==> src/rtl/ppsq_pkg.sv <==
package ppsq_pkg;
   typedef enum logic [1:0] {
      SQ_RUNNING = 2'd0,
      SQ_HELD    = 2'd1,
      SQ_ARMED   = 2'd2
   } sq_state_t;
endpackage

==> src/rtl/ppsq_clk_div.sv <==
module ppsq_clk_div #(
   parameter int DIV_RATIO = 20
) (
   input  logic clk,
   input  logic rst_n,
   input  logic pps_i,
   output logic clk_o
);
   localparam int CW = (DIV_RATIO > 2) ? $clog2(DIV_RATIO) : 1;
   localparam logic [CW-1:0] LAST   = CW'(DIV_RATIO - 1);
   localparam logic [CW-1:0] HIGH_C = CW'((DIV_RATIO + 1) / 2);

   if (DIV_RATIO < 2) begin : g_bad_div
      $error("DIV_RATIO must be at least 2");
   end

   logic [CW-1:0] cnt_q;
   logic [CW-1:0] cnt_nxt;
   logic          started_q;
   logic          out_q;

   always_comb cnt_nxt = (cnt_q == LAST) ? '0 : cnt_q + 1'b1;

   always_ff @(posedge clk or negedge rst_n) begin
      if (!rst_n) begin
         cnt_q     <= '0;
         started_q <= 1'b0;
         out_q     <= 1'b0;
      end else if (pps_i) begin
         cnt_q     <= '0;
         started_q <= 1'b1;
         out_q     <= 1'b1;
      end else if (started_q) begin
         cnt_q <= cnt_nxt;
         out_q <= (cnt_nxt < HIGH_C);
      end
   end

   assign clk_o = out_q;

   assert_idle_low_R1: assert property (@(posedge clk) disable iff (!rst_n)
      !started_q |-> !clk_o);
   assert_period_wrap_R2: assert property (@(posedge clk) disable iff (!rst_n)
      (started_q && !pps_i && cnt_q == LAST) |=> clk_o);
   assert_pps_realign_R3: assert property (@(posedge clk) disable iff (!rst_n)
      pps_i |=> (clk_o && cnt_q == '0));
endmodule

==> src/rtl/ppsq_sched.sv <==
module ppsq_sched #(
   parameter int SEC_W  = 32,
   parameter int TICK_W = 27
) (
   input  logic              clk,
   input  logic              rst_n,
   input  logic              tick_en_i,
   input  logic [SEC_W-1:0]  now_sec_i,
   input  logic [TICK_W-1:0] now_tick_i,
   input  logic              cmd_valid_i,
   input  logic [SEC_W-1:0]  cmd_sec_i,
   input  logic [TICK_W-1:0] cmd_tick_i,
   output logic              fire_o,
   output logic              err_o
);
   localparam int TW = SEC_W + TICK_W;

   if (SEC_W < 1 || TICK_W < 1) begin : g_bad_w
      $error("time field widths must be positive");
   end

   logic [TW-1:0] now_full;
   logic [TW-1:0] cmd_full;
   logic [TW-1:0] tgt_q;
   logic          pending_q;
   logic          err_q;

   assign now_full = {now_sec_i, now_tick_i};
   assign cmd_full = {cmd_sec_i, cmd_tick_i};
   assign fire_o   = pending_q && tick_en_i && (tgt_q == now_full);
   assign err_o    = err_q;

   always_ff @(posedge clk or negedge rst_n) begin
      if (!rst_n) begin
         pending_q <= 1'b0;
         tgt_q     <= '0;
         err_q     <= 1'b0;
      end else begin
         if (fire_o) pending_q <= 1'b0;
         if (cmd_valid_i) begin
            if (cmd_full > now_full) begin
               pending_q <= 1'b1;
               tgt_q     <= cmd_full;
            end else begin
               err_q <= 1'b1;
            end
         end
      end
   end

   assert_fire_consumes_R4: assert property (@(posedge clk) disable iff (!rst_n)
      (fire_o && !cmd_valid_i) |=> !pending_q);
   assert_err_sticky_R6: assert property (@(posedge clk) disable iff (!rst_n)
      err_o |=> err_o);
endmodule

==> src/rtl/ppsq_pulse.sv <==
module ppsq_pulse #(
   parameter int WIDTH_TICKS = 4
) (
   input  logic clk,
   input  logic rst_n,
   input  logic start_i,
   input  logic tick_en_i,
   output logic pulse_o
);
   if (WIDTH_TICKS < 1) begin : g_bad_width
      $error("WIDTH_TICKS must be at least 1");
   end

   logic out_q;

   if (WIDTH_TICKS == 1) begin : g_single
      always_ff @(posedge clk or negedge rst_n) begin
         if (!rst_n)         out_q <= 1'b0;
         else if (start_i)   out_q <= 1'b1;
         else if (tick_en_i) out_q <= 1'b0;
      end
   end else begin : g_multi
      localparam int RW = $clog2(WIDTH_TICKS + 1);
      logic [RW-1:0] rem_q;
      always_ff @(posedge clk or negedge rst_n) begin
         if (!rst_n) begin
            out_q <= 1'b0;
            rem_q <= '0;
         end else if (start_i) begin
            out_q <= 1'b1;
            rem_q <= RW'(WIDTH_TICKS);
         end else if (out_q && tick_en_i) begin
            if (rem_q == RW'(1)) begin
               out_q <= 1'b0;
               rem_q <= '0;
            end else begin
               rem_q <= rem_q - 1'b1;
            end
         end
      end
   end

   assign pulse_o = out_q;

   assert_start_raises_R5: assert property (@(posedge clk) disable iff (!rst_n)
      start_i |=> pulse_o);
   assert_no_tick_holds_R5: assert property (@(posedge clk) disable iff (!rst_n)
      (pulse_o && !tick_en_i) |=> pulse_o);
endmodule

==> src/rtl/ppsq_sync_fsm.sv <==
module ppsq_sync_fsm
   import ppsq_pkg::*;
#(
   parameter int CNT_W = 32
) (
   input  logic             clk,
   input  logic             rst_n,
   input  logic             cmd_clear_i,
   input  logic             cmd_arm_i,
   input  logic             pps_i,
   input  logic             event_i,
   output sq_state_t        state_o,
   output logic [CNT_W-1:0] pps_cnt_o,
   output logic [CNT_W-1:0] evt_cnt_o,
   output logic             sync_fire_o
);
   if (CNT_W < 1) begin : g_bad_cnt
      $error("CNT_W must be positive");
   end

   sq_state_t        state_q;
   logic [CNT_W-1:0] pps_q;
   logic [CNT_W-1:0] evt_q;

   assign sync_fire_o = (state_q == SQ_ARMED) && pps_i && !cmd_clear_i;

   always_ff @(posedge clk or negedge rst_n) begin
      if (!rst_n) begin
         state_q <= SQ_RUNNING;
      end else if (cmd_clear_i) begin
         state_q <= SQ_HELD;
      end else begin
         case (state_q)
            SQ_HELD:  if (cmd_arm_i) state_q <= SQ_ARMED;
            SQ_ARMED: if (pps_i)     state_q <= SQ_RUNNING;
            default:  state_q <= state_q;
         endcase
      end
   end

   always_ff @(posedge clk or negedge rst_n) begin
      if (!rst_n) begin
         pps_q <= '0;
         evt_q <= '0;
      end else if (cmd_clear_i || state_q != SQ_RUNNING) begin
         pps_q <= '0;
         evt_q <= '0;
      end else begin
         if (pps_i)   pps_q <= pps_q + 1'b1;
         if (event_i) evt_q <= evt_q + 1'b1;
      end
   end

   assign state_o   = state_q;
   assign pps_cnt_o = pps_q;
   assign evt_cnt_o = evt_q;

   assert_held_zero_R7: assert property (@(posedge clk) disable iff (!rst_n)
      (state_o == SQ_HELD) |-> (pps_cnt_o == '0 && evt_cnt_o == '0));
   assert_arm_ignored_R8: assert property (@(posedge clk) disable iff (!rst_n)
      (state_o == SQ_RUNNING && !cmd_clear_i) |=> state_o == SQ_RUNNING);
   assert_restart_zero_R9: assert property (@(posedge clk) disable iff (!rst_n)
      sync_fire_o |=> (state_o == SQ_RUNNING && pps_cnt_o == '0 && evt_cnt_o == '0));
   assert_pps_count_R10: assert property (@(posedge clk) disable iff (!rst_n)
      (state_o == SQ_RUNNING && !cmd_clear_i && pps_i)
      |=> pps_cnt_o == CNT_W'($past(pps_cnt_o) + 1'b1));
endmodule

==> src/rtl/pps_trig_seq.sv <==
module pps_trig_seq
   import ppsq_pkg::*;
#(
   parameter int DIV_RATIO   = 20,
   parameter int PULSE_TICKS = 4,
   parameter int SEC_W       = 32,
   parameter int TICK_W      = 27,
   parameter int CNT_W       = 32
) (
   input  logic              clk,
   input  logic              rst_n,
   input  logic              tick_en_i,
   input  logic              pps_i,
   input  logic [SEC_W-1:0]  now_sec_i,
   input  logic [TICK_W-1:0] now_tick_i,
   input  logic              sched_valid_i,
   input  logic [SEC_W-1:0]  sched_sec_i,
   input  logic [TICK_W-1:0] sched_tick_i,
   input  logic              cmd_clear_i,
   input  logic              cmd_arm_i,
   input  logic              event_i,
   output logic              clk10_o,
   output logic              ext_trig_o,
   output logic              sched_err_o,
   output logic [1:0]        sync_state_o,
   output logic [CNT_W-1:0]  pps_count_o,
   output logic [CNT_W-1:0]  event_count_o
);
   logic      sched_fire;
   logic      sync_fire;
   sq_state_t state;

   ppsq_clk_div #(.DIV_RATIO(DIV_RATIO)) u_div (
      .clk   (clk),
      .rst_n (rst_n),
      .pps_i (pps_i),
      .clk_o (clk10_o)
   );

   ppsq_sched #(.SEC_W(SEC_W), .TICK_W(TICK_W)) u_sched (
      .clk         (clk),
      .rst_n       (rst_n),
      .tick_en_i   (tick_en_i),
      .now_sec_i   (now_sec_i),
      .now_tick_i  (now_tick_i),
      .cmd_valid_i (sched_valid_i),
      .cmd_sec_i   (sched_sec_i),
      .cmd_tick_i  (sched_tick_i),
      .fire_o      (sched_fire),
      .err_o       (sched_err_o)
   );

   ppsq_sync_fsm #(.CNT_W(CNT_W)) u_fsm (
      .clk         (clk),
      .rst_n       (rst_n),
      .cmd_clear_i (cmd_clear_i),
      .cmd_arm_i   (cmd_arm_i),
      .pps_i       (pps_i),
      .event_i     (event_i),
      .state_o     (state),
      .pps_cnt_o   (pps_count_o),
      .evt_cnt_o   (event_count_o),
      .sync_fire_o (sync_fire)
   );

   ppsq_pulse #(.WIDTH_TICKS(PULSE_TICKS)) u_pulse (
      .clk       (clk),
      .rst_n     (rst_n),
      .start_i   (sched_fire || sync_fire),
      .tick_en_i (tick_en_i),
      .pulse_o   (ext_trig_o)
   );

   assign sync_state_o = state;
endmodule

==> config.mk <==
export PLATFORM = sky130hd
export DESIGN_NAME = pps_trig_seq
export DESIGN_NICKNAME = d
export VERILOG_FILES = /design/src/rtl/ppsq_pkg.sv /design/src/rtl/ppsq_clk_div.sv /design/src/rtl/ppsq_sched.sv /design/src/rtl/ppsq_pulse.sv /design/src/rtl/ppsq_sync_fsm.sv /design/src/rtl/pps_trig_seq.sv
export SDC_FILE = /design/constraint.sdc
export NUM_CORES = 1
export LEC_CHECK = 0
export BUFFER_PORTS_ARGS = -buffer_cell sky130_fd_sc_hd__buf_2
export CAP_MARGIN = 10
export CELL_PAD_IN_SITES_DETAIL_PLACEMENT = 0
export CELL_PAD_IN_SITES_GLOBAL_PLACEMENT = 1
export CORE_ASPECT_RATIO = 1.4
export CORE_UTILIZATION = 45
export CTS_CLUSTER_SIZE = 28
export DETAILED_ROUTE_END_ITERATION = 8
export GPL_ROUTABILITY_DRIVEN = 0
export PLACE_DENSITY_LB_ADDON = 0.1
export SLEW_MARGIN = 20
export SYNTH_ARGS = -nofsm -noshare
export SYNTH_HDL_FRONTEND = slang
export SYNTH_SLANG_ARGS = --single-unit
==> constraint.sdc <==
create_clock -name clk -period 5.75 [get_ports clk]
set_input_delay 0.2875 -clock clk [delete_from_list [all_inputs] [get_ports clk]]
set_output_delay 0.2875 -clock clk [all_outputs]
set_load 0.1 [all_outputs]
# Word-level counts from Yosys, hierarchy flattened

Index checks and enable logic that the tools add are counted.

Flip-flop bits (word level): 138
Input port bits: 126
Output and inout port bits: 69
Word-level logic and storage cells: 66

$add $sub $neg: 4
Magnitude comparators: 2
Eq/ne operators: 7
Muxes and demuxes: 22
Bitwise gates (word level): 1
Reduce and logical (&&, ||, !) cells: 19

Operators by type and width:

| kind                  | count |
|---|---|
| $mux 32               | 4 |
| $add 32x1->32 const B | 2 |
| $eq 59x59->1          | 1 |
| $gt 59x59->1          | 1 |
| $mux 5                | 3 |
| $reduce_bool 2->1     | 6 |
| $mux 3                | 3 |
| $mux 1                | 8 |
| $mux 2                | 3 |
| $ne 3x3->1 const B    | 2 |
| $reduce_and 2->1      | 3 |
| $add 5x1->5 const B   | 1 |
| $eq 5x5->1 const B    | 1 |
| $logic_and 1x1->1     | 5 |
| $lt 5x4->1 const B    | 1 |
| $pmux 2 s2            | 1 |
| $eq 3x1->1 const B    | 1 |
| $reduce_and 3->1      | 1 |
| $reduce_bool 3->1     | 1 |
| $sub 3x1->3 const B   | 1 |
| $eq 2x1->1 const B    | 1 |
| $eq 2x2->1 const B    | 1 |
| $logic_or 1x1->1      | 2 |
| $logic_not 1->1       | 1 |
| $not 1->1             | 1 |

# Logic depth before layout (Yosys ltp)

Gate-level depths: netlist (run 1).

Depth in word-level cells: 6
Depth in mapped cells: 10

# By module

A second synthesis (run 1) with hierarchy kept.

Cell total of the unflattened synthesis: 866
Area total of the unflattened synthesis: 8853.5 sq um

Modules (own cells, without submodules):

| module        | instances | cells an instance | area an instance (sq um) | seq. area each (sq um) |
|---|---|---|---|---|
| ppsq_sched    | 1         | 431               | 4650.7                   | 1526.5 |
| ppsq_sync_fsm | 1         | 370               | 3549.7                   | 1651.6 |
| ppsq_clk_div  | 1         | 44                | 410.4                    | 175.2 |
| ppsq_pulse    | 1         | 20                | 236.5                    | 100.1 |
| pps_trig_seq  | 1         | 1                 | 6.3                      | 0.0 |

# Worst setup path before layout (run 1)

Ideal clock, no wire load.

Kind: reg2reg
Start: register u_fsm.evt_q[2], in the netlist u_fsm.evt_cnt_o[2]
End: register u_fsm.evt_q[31], in the netlist u_fsm.evt_cnt_o[31]
Setup time: 78 ps
Arrival time: 2922 ps
Data required time: 5672 ps
Setup slack: 2749 ps
Cell stages (with the launch flop): 7
Clock period less this slack: 3001 ps
Path through: dfrtp_1 > nand4_4 > or4_4 > or2_4 > or4_4 > or3_1 > a21oi_1

Word-level cells in the longest chain between the ends: 3

RTL lines:

| element                | RTL line            | RTL |
|---|---|---|
| start, declared        | ppsq_sync_fsm.sv:23 | `logic [CNT_W-1:0] evt_q;` |
| start signal, assigned | ppsq_sync_fsm.sv:50 | `if (event_i) evt_q <= evt_q + 1'b1;` |
| $add 32x1->32          | ppsq_sync_fsm.sv:50 |  |
| $mux 32                | ppsq_sync_fsm.sv:50 |  |
| $mux 32                | ppsq_sync_fsm.sv:45 | `end else if (cmd_clear_i \|\| state_q != SQ_RUNNING) begin` |

Every way passes these cells. The select of a mux whose other input is x is not followed.
A chain may end at the register's enable or synchronous reset.

# Worst setup path in the final report (run 1)

Start: input now_sec_i[31]
End: register u_sched.tgt_q[30]

Word-level cells in the longest chain between the ends: 2

RTL lines:

| element                           | RTL line           | RTL |
|---|---|---|
| start, declared                   | pps_trig_seq.sv:14 | `input logic [SEC_W-1:0] now_sec_i,` |
| $gt 59x59->1                      | ppsq_sched.sv:41   | `if (cmd_full > now_full) begin` |
| $reduce_and 2->1 (no source line) | -                  |  |
| end signal, assigned              | ppsq_sched.sv:43   | `tgt_q <= cmd_full;` |
| end, declared                     | ppsq_sched.sv:24   | `logic [TW-1:0] tgt_q;` |

Every way passes these cells.

==> impl_metrics.prom, run 1 <==
# TYPE chip_impl_metric gauge
chip_impl_metric{name="critPathRequiredTime",unit="ps"} 6050
chip_impl_metric{name="yosysUniqueCellTypes",unit=""} 46
chip_impl_metric{name="drt_first_iter_violations",unit=""} 229
chip_impl_info{name="timing.critical_path.slowest_stage_cell",value="sky130_fd_sc_hd__a211oi_4"} 1
chip_impl_metric{name="clock_sink_count",unit=""} 138
chip_impl_metric{name="core_area",unit="um^2"} 17500
chip_impl_metric{name="yosys.area_share.xor_xnor",unit=""} 0.105
chip_impl_info{name="root_buffer",value="sky130_fd_sc_hd__clkbuf_16"} 1
chip_impl_metric{name="cp_slowest_stage_delay",unit="ps"} 960
chip_impl_info{name="main_combinational_cell_family_by_area_after_synthesis",value="simple AND/OR/NAND/NOR gates"} 1
chip_impl_metric{name="drc_errors",unit=""} 0
chip_impl_metric{name="timing.critical_path.buf_inv",unit=""} 3
chip_impl_metric{name="post_route_cells_drive_above_1_share",unit=""} 0.287
chip_impl_metric{name="nFillCells",unit=""} 1648
chip_impl_metric{name="final_antenna_net_count",unit=""} 0
chip_impl_metric{name="final_max_slew_viol_count",unit=""} 0
chip_impl_metric{name="grt_antenna_before_repair",unit=""} 5
chip_impl_metric{name="synthesis.area",unit="um^2"} 8090
chip_impl_metric{name="crit_path_max_fanout",unit=""} 42
chip_impl_metric{name="vdd_ir_drop_max",unit="uV"} 200
chip_impl_metric{name="synth-warning-count",unit=""} 0
chip_impl_metric{name="final-setup-viol-count",unit=""} 0
chip_impl_metric{name="layout_min_cycle_time",unit="ps"} 3280
chip_impl_metric{name="achievable-frequency",unit="GHz"} 0.305
chip_impl_metric{name="area_delta_synth_final",unit="%"} 23.5
chip_impl_metric{name="totalWireLength",unit="um"} 20400
chip_impl_metric{name="synth_area_per_cell",unit="um^2"} 9.90
chip_impl_info{name="unrepaired_setup_endpoints_after_global_routing",value="no"} 1
chip_impl_metric{name="io-pin-count",unit=""} 195
chip_impl_metric{name="globalRouteTotalUtil",unit=""} 0.230
chip_impl_metric{name="synthMuxAreaShare",unit=""} 0.0858
chip_impl_metric{name="place_hpwl",unit="um"} 15700
chip_impl_metric{name="floorplan.initialDensity",unit=""} 0.463
chip_impl_metric{name="finClkSkew",unit="ps"} 9.43
chip_impl_metric{name="maxCapViolCount",unit=""} 0
chip_impl_metric{name="report.power.total",unit="mW"} 2.86
chip_impl_metric{name="rows",unit=""} 57
chip_impl_metric{name="num_vias",unit=""} 6529
chip_impl_metric{name="dr.pass1.iters",unit=""} 4
chip_impl_info{name="path_delay_family",value="compound AO/OA/AOI/OAI gates"} 1
chip_impl_metric{name="grt_pass1_vias",unit=""} 6380
chip_impl_metric{name="gr-total-overflow",unit=""} 0
chip_impl_metric{name="share_of_the_synthesized_area_in_compound_gates_ao_oa_aoi_oai",unit=""} 0.0739
chip_impl_metric{name="die_w",unit="um"} 115
chip_impl_metric{name="power.density",unit="nW/um^2"} 286
chip_impl_metric{name="leakage",unit="nW"} 4.81
chip_impl_metric{name="simple_gate_share_of_the_synthesized_area",unit=""} 0.167
chip_impl_metric{name="design.final.nets",unit=""} 1208
chip_impl_metric{name="deepest_clock_path_buffer_count",unit=""} 2
chip_impl_info{name="tritoncts",value="built"} 1
chip_impl_metric{name="wl_per_cell",unit="um"} 16.0
chip_impl_info{name="synth_flop_cell",value="sky130_fd_sc_hd__dfrtp_1"} 1
chip_impl_metric{name="seq_area_frac_synth",unit=""} 0.427
chip_impl_info{name="timing.critical_path.to_type",value="flip-flop"} 1
chip_impl_metric{name="critPathArrivalTime",unit="ps"} 3580
chip_impl_info{name="timing_worst_setup_path_type",value="in -> reg"} 1
chip_impl_metric{name="fin_hold_viols",unit=""} 0
chip_impl_metric{name="first_pass_grt_wire_length",unit="um"} 32200
chip_impl_metric{name="io_buffer_count",unit=""} 194
chip_impl_metric{name="finalSetupTns",unit="ps"} 0
chip_impl_metric{name="final.period_utilization",unit=""} 0.570
chip_impl_metric{name="tightestPinTransition",unit="ps"} 1050
chip_impl_metric{name="clk_pin_slew_worst_paths",unit="ps"} 60
chip_impl_metric{name="synthCells",unit=""} 817
chip_impl_metric{name="routed_via_count_divided_by_cell_count",unit=""} 5.13
chip_impl_info{name="path_cells",value="buf_2 > inv_1 > ha_1 > nand4_1 > nor4_1 > o211ai_1 > a211oi_4 > buf_12 > mux2_2"} 1
chip_impl_metric{name="synth_fa_ha_area_frac",unit=""} 0.0990
chip_impl_metric{name="die_area",unit="um^2"} 18500
chip_impl_metric{name="synth_seq_cells",unit=""} 138
chip_impl_metric{name="numCtsBuffers",unit=""} 17
chip_impl_info{name="outcome",value="complete, no violations"} 1
chip_impl_metric{name="max-slew-margin-rel",unit=""} 0.300
chip_impl_metric{name="synth_enable_flop_cells",unit=""} 0
chip_impl_metric{name="grt_max_degree",unit=""} 74
chip_impl_metric{name="h-tree-depth",unit=""} 4
chip_impl_info{name="cp-start-kind",value="input port"} 1
chip_impl_metric{name="clk-insertion-delay-late",unit="ps"} 430
chip_impl_metric{name="async_reset_ff_frac",unit=""} 1.00
chip_impl_metric{name="die_height",unit="um"} 161
chip_impl_metric{name="syn_nets",unit=""} 1007
chip_impl_info{name="worst_hold_path_type",value="in -> reg"} 1
==> worst paths after layout <==
kind                                    startpoint                   to  slack (ps)  cells past startpoint
worst max-delay path                 now_sec_i[31]    u_sched.tgt_q[30]        2470                      9
min in group asynchronous                    rst_n    u_sched.tgt_q[56]         400                      2
worst min-delay path                   cmd_clear_i     u_fsm.state_o[1]          70                      2
worst min register to register   u_sched.pending_q    u_sched.pending_q         480                      1
worst max register to register  u_fsm.evt_cnt_o[0]  u_fsm.evt_cnt_o[30]        3260                      8
max in group asynchronous                    rst_n  u_fsm.evt_cnt_o[16]        3950                      3
==> synth_stat cells (20+ instances only) <==
master	n	area, um^2
sky130_fd_sc_hd__nand4_1	40	250
sky130_fd_sc_hd__dfrtp_1	138	3450
sky130_fd_sc_hd__o21ai_0	24	120
sky130_fd_sc_hd__xor2_1	68	596
sky130_fd_sc_hd__nor2b_1	20	125
sky130_fd_sc_hd__ha_1	64	801
sky130_fd_sc_hd__mux2_2	59	664
sky130_fd_sc_hd__a21oi_1	42	210
sky130_fd_sc_hd__nor2_1	76	285
sky130_fd_sc_hd__xnor2_1	29	254
sky130_fd_sc_hd__nand2_1	52	195
sky130_fd_sc_hd__nand3_1	27	135
sky130_fd_sc_hd__inv_1	73	274
==> per-layer routing <==
metal	wire, um	GRT usage	vias up
li1	-	-	3251
met1	8430	0.270	3093
met2	10200	0.397	149
met3	1280	0.0611	32
met4	468	0.0850	4
met5	16	0	-
==> sequential cells by signal (all words and copies together), names as in the netlist <==
name,flops
u_div.cnt_q,5
u_pulse.g_multi.rem_q,3
u_fsm.evt_cnt_o,32
u_div.started_q,1
u_fsm.pps_cnt_o,32
u_pulse.pulse_o,1
u_fsm.state_o,2
u_sched.err_o,1
u_div.clk_o,1
u_sched.pending_q,1
u_sched.tgt_q,59
==> cells in the final DEF, fill, tap and decap left out, types with 27 or more instances in the layout <==
master / instances
sky130_fd_sc_hd__a21oi_1: 42
sky130_fd_sc_hd__buf_2: 193
sky130_fd_sc_hd__dfrtp_1: 138
sky130_fd_sc_hd__ha_1: 64
sky130_fd_sc_hd__inv_1: 73
sky130_fd_sc_hd__mux2_2: 59
sky130_fd_sc_hd__nand2_1: 52
sky130_fd_sc_hd__nand3_1: 27
sky130_fd_sc_hd__nand4_1: 40
sky130_fd_sc_hd__nor2_1: 76
sky130_fd_sc_hd__xnor2_1: 29
sky130_fd_sc_hd__xor2_1: 68
==> through the flow <==
stage	std cells	area (um^2)	setup WS [ps]	hold WS, ps	util
global placement	1234	9340	2020	332	0.535
global route	1269	9980	2240	62.9	0.571
floorplan	817	8090	2750	-8.09	-
CTS	1267	9980	2470	50.8	0.571
finish	1272	9990	2470	70.1	0.572
detailed placement	1234	9340	2030	330	0.535
==> timing repair <==
action	in CTS	in global routing
endpoints found under the hold margin	65	0
gates resized for setup	0	0
buffers inserted	0	0
hold buffers	1	0
==> power by group <==
part	switching (mW)	total (mW)	internal [mW]
combinational	0.271	0.518	0.247
sequential	0.0830	1.17	1.09
clock	0.464	1.17	0.705
total	0.818	2.86	2.04
==> logic make-up after synthesis <==
family	after synthesis
flops	138
xor+xnor	97
simple gates	269
mux	62
compound gates	98
buf+inv	89
fa+ha+maj	64
==> final cells by class <==
class / instances / area [um^2] / share of cell area
sequential: 138 / 3450 / 0.346
timing repair buffer: 198 / 1020 / 0.102
antenna: 5 / 12.5 / 0.00125
inverter: 73 / 274 / 0.0274
clock inverter: 14 / 186 / 0.0187
tap: 236 / 295 / 0.0296
clock buffer: 18 / 439 / 0.0440
multi-input combinational: 590 / 4310 / 0.431
Note: power is estimated with default switching activity, not from simulation.
==> inputs of run 2 (changes only) <==
--- a/config.mk
+++ b/config.mk
@@ -5,12 +5,13 @@
 export SDC_FILE = /design/constraint.sdc
 export NUM_CORES = 1
 export LEC_CHECK = 0
+export ABC_AREA = 1
 export BUFFER_PORTS_ARGS = -buffer_cell sky130_fd_sc_hd__buf_2
 export CAP_MARGIN = 10
 export CELL_PAD_IN_SITES_DETAIL_PLACEMENT = 0
 export CELL_PAD_IN_SITES_GLOBAL_PLACEMENT = 1
 export CORE_ASPECT_RATIO = 1.4
-export CORE_UTILIZATION = 45
+export CORE_UTILIZATION = 40
 export CTS_CLUSTER_SIZE = 28
 export DETAILED_ROUTE_END_ITERATION = 8
 export GPL_ROUTABILITY_DRIVEN = 0
==> constraint.sdc (replaced) <==
create_clock -name clk -period 3.16 [get_ports clk]
set_input_delay 0.158 -clock clk [delete_from_list [all_inputs] [get_ports clk]]
set_output_delay 0.158 -clock clk [all_outputs]
set_load 0.1 [all_outputs]
==> run 2 against run 1 <==
- register-to-register slack lost 2200 ps
- clock skew shrank 2.4 ps
- clock-buffer cell count rose by 5
- die area increased by 30%
- combinational power rose by 110%
- wire length is 52% higher
- area after synthesis grew 16%
- synthesized cell count up 61%
- via count increased by 44%
- largest power group unchanged
==> impl_metrics.prom, run 2 <==
# TYPE chip_impl_metric gauge
chip_impl_metric{name="synthCells",unit=""} 1313
chip_impl_metric{name="synth_area_per_cell",unit="um^2"} 7.17
chip_impl_info{name="timing.critical_path.to_type",value="flip-flop"} 1
chip_impl_info{name="worst_r2r_endpoint",value="u_fsm.evt_cnt_o[24]"} 1
chip_impl_metric{name="wl_met1",unit="um"} 11900
chip_impl_metric{name="post_route_cells_drive_above_1_share",unit=""} 0.181
chip_impl_metric{name="tightestPinTransition",unit="ps"} 771
chip_impl_metric{name="globalRouteTotalUtil",unit=""} 0.263
chip_impl_metric{name="nFillCells",unit=""} 2429
chip_impl_info{name="critical_path.endpoint",value="u_sched.tgt_q[52]"} 1
chip_impl_metric{name="drt_first_iter_violations",unit=""} 397
chip_impl_metric{name="met2_routed_length",unit="um"} 16800
chip_impl_metric{name="maxCapViolCount",unit=""} 0
chip_impl_metric{name="final-setup-viol-count",unit=""} 0
chip_impl_metric{name="deepest_clock_path_buffer_count",unit=""} 2
chip_impl_metric{name="vdd_ir_drop_max",unit="uV"} 405
chip_impl_metric{name="io-pin-count",unit=""} 195
chip_impl_metric{name="crit_path_max_fanout",unit=""} 31
chip_impl_metric{name="fin_hold_viols",unit=""} 0
chip_impl_metric{name="routed_via_count_divided_by_cell_count",unit=""} 5.07
chip_impl_metric{name="final_max_slew_viol_count",unit=""} 0
chip_impl_metric{name="antenna_cells_inserted",unit=""} 0
chip_impl_info{name="final_cell_mix",value="391 x sky130_fd_sc_hd__nand2_1, 193 x sky130_fd_sc_hd__buf_2, 172 x sky130_fd_sc_hd__inv_1, 138 x sky130_fd_sc_hd__dfrtp_1, 116 x sky130_fd_sc_hd__nor2_1"} 1
chip_impl_metric{name="multiInputGateArea",unit="um^2"} 5160
chip_impl_metric{name="totalWireLength",unit="um"} 30900
chip_impl_info{name="synth.most_common_cell",value="sky130_fd_sc_hd__nand2_1"} 1
chip_impl_info{name="worstReg2RegStart",value="u_fsm.evt_cnt_o[0]"} 1
chip_impl_metric{name="first_pass_grt_wire_length",unit="um"} 48800
chip_impl_metric{name="numCtsBuffers",unit=""} 17
chip_impl_metric{name="finClkSkew",unit="ps"} 6.98
chip_impl_metric{name="synth_enable_flop_cells",unit=""} 0
chip_impl_metric{name="clock_sink_count",unit=""} 138
chip_impl_info{name="post-synth-top-area-cell",value="sky130_fd_sc_hd__dfrtp_1"} 1
chip_impl_metric{name="final.period_utilization",unit=""} 0.769
chip_impl_metric{name="sw_frac_of_total",unit=""} 0.316
chip_impl_metric{name="place_hpwl",unit="um"} 24400
chip_impl_metric{name="critPathRequiredTime",unit="ps"} 3520
chip_impl_info{name="crit_start",value="sched_sec_i[23]"} 1
chip_impl_info{name="path_common_cell",value="sky130_fd_sc_hd__nand2_1"} 1
chip_impl_info{name="cp-start-kind",value="input port"} 1
chip_impl_info{name="layout_commonest_cell",value="sky130_fd_sc_hd__nand2_1"} 1
chip_impl_metric{name="final_cells",unit=""} 1856
chip_impl_metric{name="pre_cts_ws",unit="ps"} 854
chip_impl_metric{name="die_height",unit="um"} 184
chip_impl_metric{name="dr.pass1.iters",unit=""} 7
chip_impl_metric{name="synthesis.area",unit="um^2"} 9420
chip_impl_metric{name="async_reset_ff_frac",unit=""} 1.00
chip_impl_metric{name="met3_length",unit="um"} 881
chip_impl_metric{name="grt_antenna_before_repair",unit=""} 2
chip_impl_metric{name="area_delta_synth_final",unit="%"} 23.4
chip_impl_metric{name="largest_reg_flops",unit=""} 59
chip_impl_metric{name="layout_min_cycle_time",unit="ps"} 2430
chip_impl_metric{name="die_w",unit="um"} 132
chip_impl_metric{name="grt_pass1_vias",unit=""} 9195
chip_impl_metric{name="place_inst",unit=""} 1793
chip_impl_metric{name="core_area",unit="um^2"} 23200
chip_impl_metric{name="worst_case_setup_margin_in_the_final_layout",unit="ps"} 730
chip_impl_metric{name="max-slew-margin-rel",unit=""} 0.486
chip_impl_metric{name="clock_network_fraction_of_total_power",unit=""} 0.383
chip_impl_metric{name="seq_area_frac_synth",unit=""} 0.367
chip_impl_info{name="regMostFlops",value="u_sched.tgt_q"} 1
chip_impl_info{name="tritoncts",value="built"} 1
chip_impl_metric{name="io_buffer_count",unit=""} 194
chip_impl_metric{name="design.final.nets",unit=""} 1728
chip_impl_info{name="unrepaired_setup_endpoints_after_global_routing",value="no"} 1
chip_impl_metric{name="netlist.area_leader.share",unit=""} 0.367
chip_impl_metric{name="cp_slowest_stage_delay",unit="ps"} 530
chip_impl_metric{name="holdWs",unit="ps"} 7.71
chip_impl_metric{name="wl_per_cell",unit="um"} 16.7
chip_impl_metric{name="seq_cell_area",unit="um^2"} 3450
chip_impl_metric{name="share_seq_of_total_power",unit=""} 0.408
chip_impl_metric{name="final_antenna_net_count",unit=""} 0
chip_impl_info{name="top_signal_layer_used",value="met5"} 1
chip_impl_info{name="timing.critical_path.slowest_stage_cell",value="sky130_fd_sc_hd__dlygate4sd3_1"} 1
chip_impl_metric{name="synth-warning-count",unit=""} 0
chip_impl_info{name="timing_worst_setup_path_type",value="in -> reg"} 1
chip_impl_metric{name="rows",unit=""} 66
chip_impl_info{name="synth.cells.most_frequent",value="392 x sky130_fd_sc_hd__nand2_1, 172 x sky130_fd_sc_hd__inv_1, 138 x sky130_fd_sc_hd__dfrtp_1, 116 x sky130_fd_sc_hd__nor2_1, 95 x sky130_fd_sc_hd__nand4_1"} 1
chip_impl_metric{name="cts.repair.resized",unit=""} 0
chip_impl_metric{name="num_vias",unit=""} 9405
chip_impl_metric{name="synth_seq_cells",unit=""} 138
chip_impl_metric{name="ff2ff_setup_slack",unit="ps"} 1080
chip_impl_metric{name="clk_pin_slew_worst_paths",unit="ps"} 60
chip_impl_metric{name="syn_nets",unit=""} 1503
chip_impl_metric{name="critPathArrivalTime",unit="ps"} 2790
chip_impl_metric{name="finalSetupTns",unit="ps"} 0
chip_impl_metric{name="grt_max_degree",unit=""} 81
chip_impl_info{name="outcome",value="complete, no violations"} 1
chip_impl_metric{name="power.density",unit="nW/um^2"} 449
chip_impl_metric{name="drc_errors",unit=""} 0
chip_impl_metric{name="clk-insertion-delay-late",unit="ps"} 430
chip_impl_info{name="worst_hold_path_type",value="in -> reg"} 1
chip_impl_metric{name="switching_power_of_the_nets",unit="mW"} 1.65
chip_impl_info{name="root_buffer",value="sky130_fd_sc_hd__clkbuf_16"} 1
chip_impl_metric{name="h-tree-depth",unit=""} 4
chip_impl_metric{name="worstRegToRegCells",unit=""} 13
chip_impl_metric{name="yosysUniqueCellTypes",unit=""} 44
chip_impl_metric{name="gr-total-overflow",unit=""} 0
chip_impl_metric{name="internal-power",unit="mW"} 3.57
chip_impl_info{name="path_cells",value="dlygate4sd3_1 > buf_2 > ha_1 > nand2_1 > nor2_1 > nand4_1 > nor2_1 > and3_1 > nand2_1 > nand2_2 > buf_4 > nand4_1 > nand2_1"} 1
chip_impl_metric{name="pwr-share-comb",unit=""} 0.209
chip_impl_metric{name="floorplan.initialDensity",unit=""} 0.406
chip_impl_info{name="synth.top_cells.by_area",value="sky130_fd_sc_hd__dfrtp_1 37%, sky130_fd_sc_hd__nand2_1 16%, sky130_fd_sc_hd__ha_1 8.5%"} 1
chip_impl_metric{name="die_area",unit="um^2"} 24200
chip_impl_info{name="synth_flop_cell",value="sky130_fd_sc_hd__dfrtp_1"} 1
chip_impl_metric{name="leakage",unit="nW"} 6.09
chip_impl_metric{name="achievable-frequency",unit="GHz"} 0.412
run 2: cell count changes after synthesis, sizes merged, moves of 24 or more:
| cell | previous run | this run |
|---|---|---|
| inv | 73 | 177 |
| mux2 | 59 | 0 |
| nand2 | 52 | 402 |
| nand4 | 41 | 96 |
| nor2 | 76 | 128 |
| o21ai | 24 | 58 |
| xnor2 | 29 | 5 |
| xor2 | 68 | 22 |
run 2: worst max-delay path: cells and delay by family:
family	cells	cell delay [ps]
adder cells (fa/ha/maj)	1	280
buffers and inverters	3	1010
AND/OR/NAND/NOR	9	1330
run 2: what timing repair did:
action,4_1_cts,5_1_grt
setup buffers,0,0
endpoints found under the setup margin,0,0
hold buffers,32,0
hold endpoints to repair,108,0
run 2: cell families (layout without fill, tap and decap cells):
family	count (synthesis)	after routing	share of synthesized area
adders and majority gates	64	64	0.0850
DFF	138	138	0.367
AOI/OAI and AO/OA	149	149	0.0878
and+or+nand+nor	724	724	0.349
xor gates and xnor gates	27	27	0.0251
buffers and inverters	211	448	0.0870
run 2: final cells by class:
type / count / area share
Timing Repair Buffer: 239 / 0.120
Multi-Input combinational cell: 964 / 0.443
Clock buffer: 23 / 0.0411
Inverter: 178 / 0.0575
Sequential cell: 138 / 0.297
Clock inverter: 8 / 0.00807
Tap cell: 306 / 0.0329
run 2: worst min-delay path by stage:
stage	from	end	cells after the start
6_report	sched_sec_i[15]	u_sched.tgt_q[42]	3
5_1_grt	sched_sec_i[8]	u_sched.tgt_q[35]	3
4_1_cts	sched_tick_i[5]	u_sched.tgt_q[5]	3
3_5_place_dp	rst_n	u_fsm.evt_cnt_o[21]	1
3_3_place_gp	rst_n	u_fsm.evt_cnt_o[21]	1
2_1_floorplan	rst_n	u_div.clk_o	0
run 2: power by group through the flow:
| stage | combinational, mW | clock, mW | sequential (mW) |
|---|---|---|---|
| floorplan | 0.614 | 0 | 2.17 |
| global placement | 1.06 | 0 | 2.15 |
| detailed placement | 1.07 | 0 | 2.15 |
| CTS | 1.11 | 2.04 | 2.12 |
| global route | 1.24 | 2.10 | 2.15 |
| finish | 1.09 | 2.00 | 2.13 |
run 2: metrics by stage:
| step | cell area (um^2) | power, mW | utilization |
|---|---|---|---|
| floorplan | 9420 | 2.79 | - |
| global placement | 10700 | 3.21 | 0.463 |
| detailed placement | 10700 | 3.22 | 0.463 |
| CTS | 11600 | 5.27 | 0.501 |
| global route | 11600 | 5.48 | 0.501 |
| finish | 11600 | 5.22 | 0.501 |
run 2: metal layers:
metal  GRT usage  vias to the layer above
li1            -                     4749
met1       0.282                     4390
met2       0.504                      208
met3      0.0347                       54
met4       0.131                        4
met5           0                        -
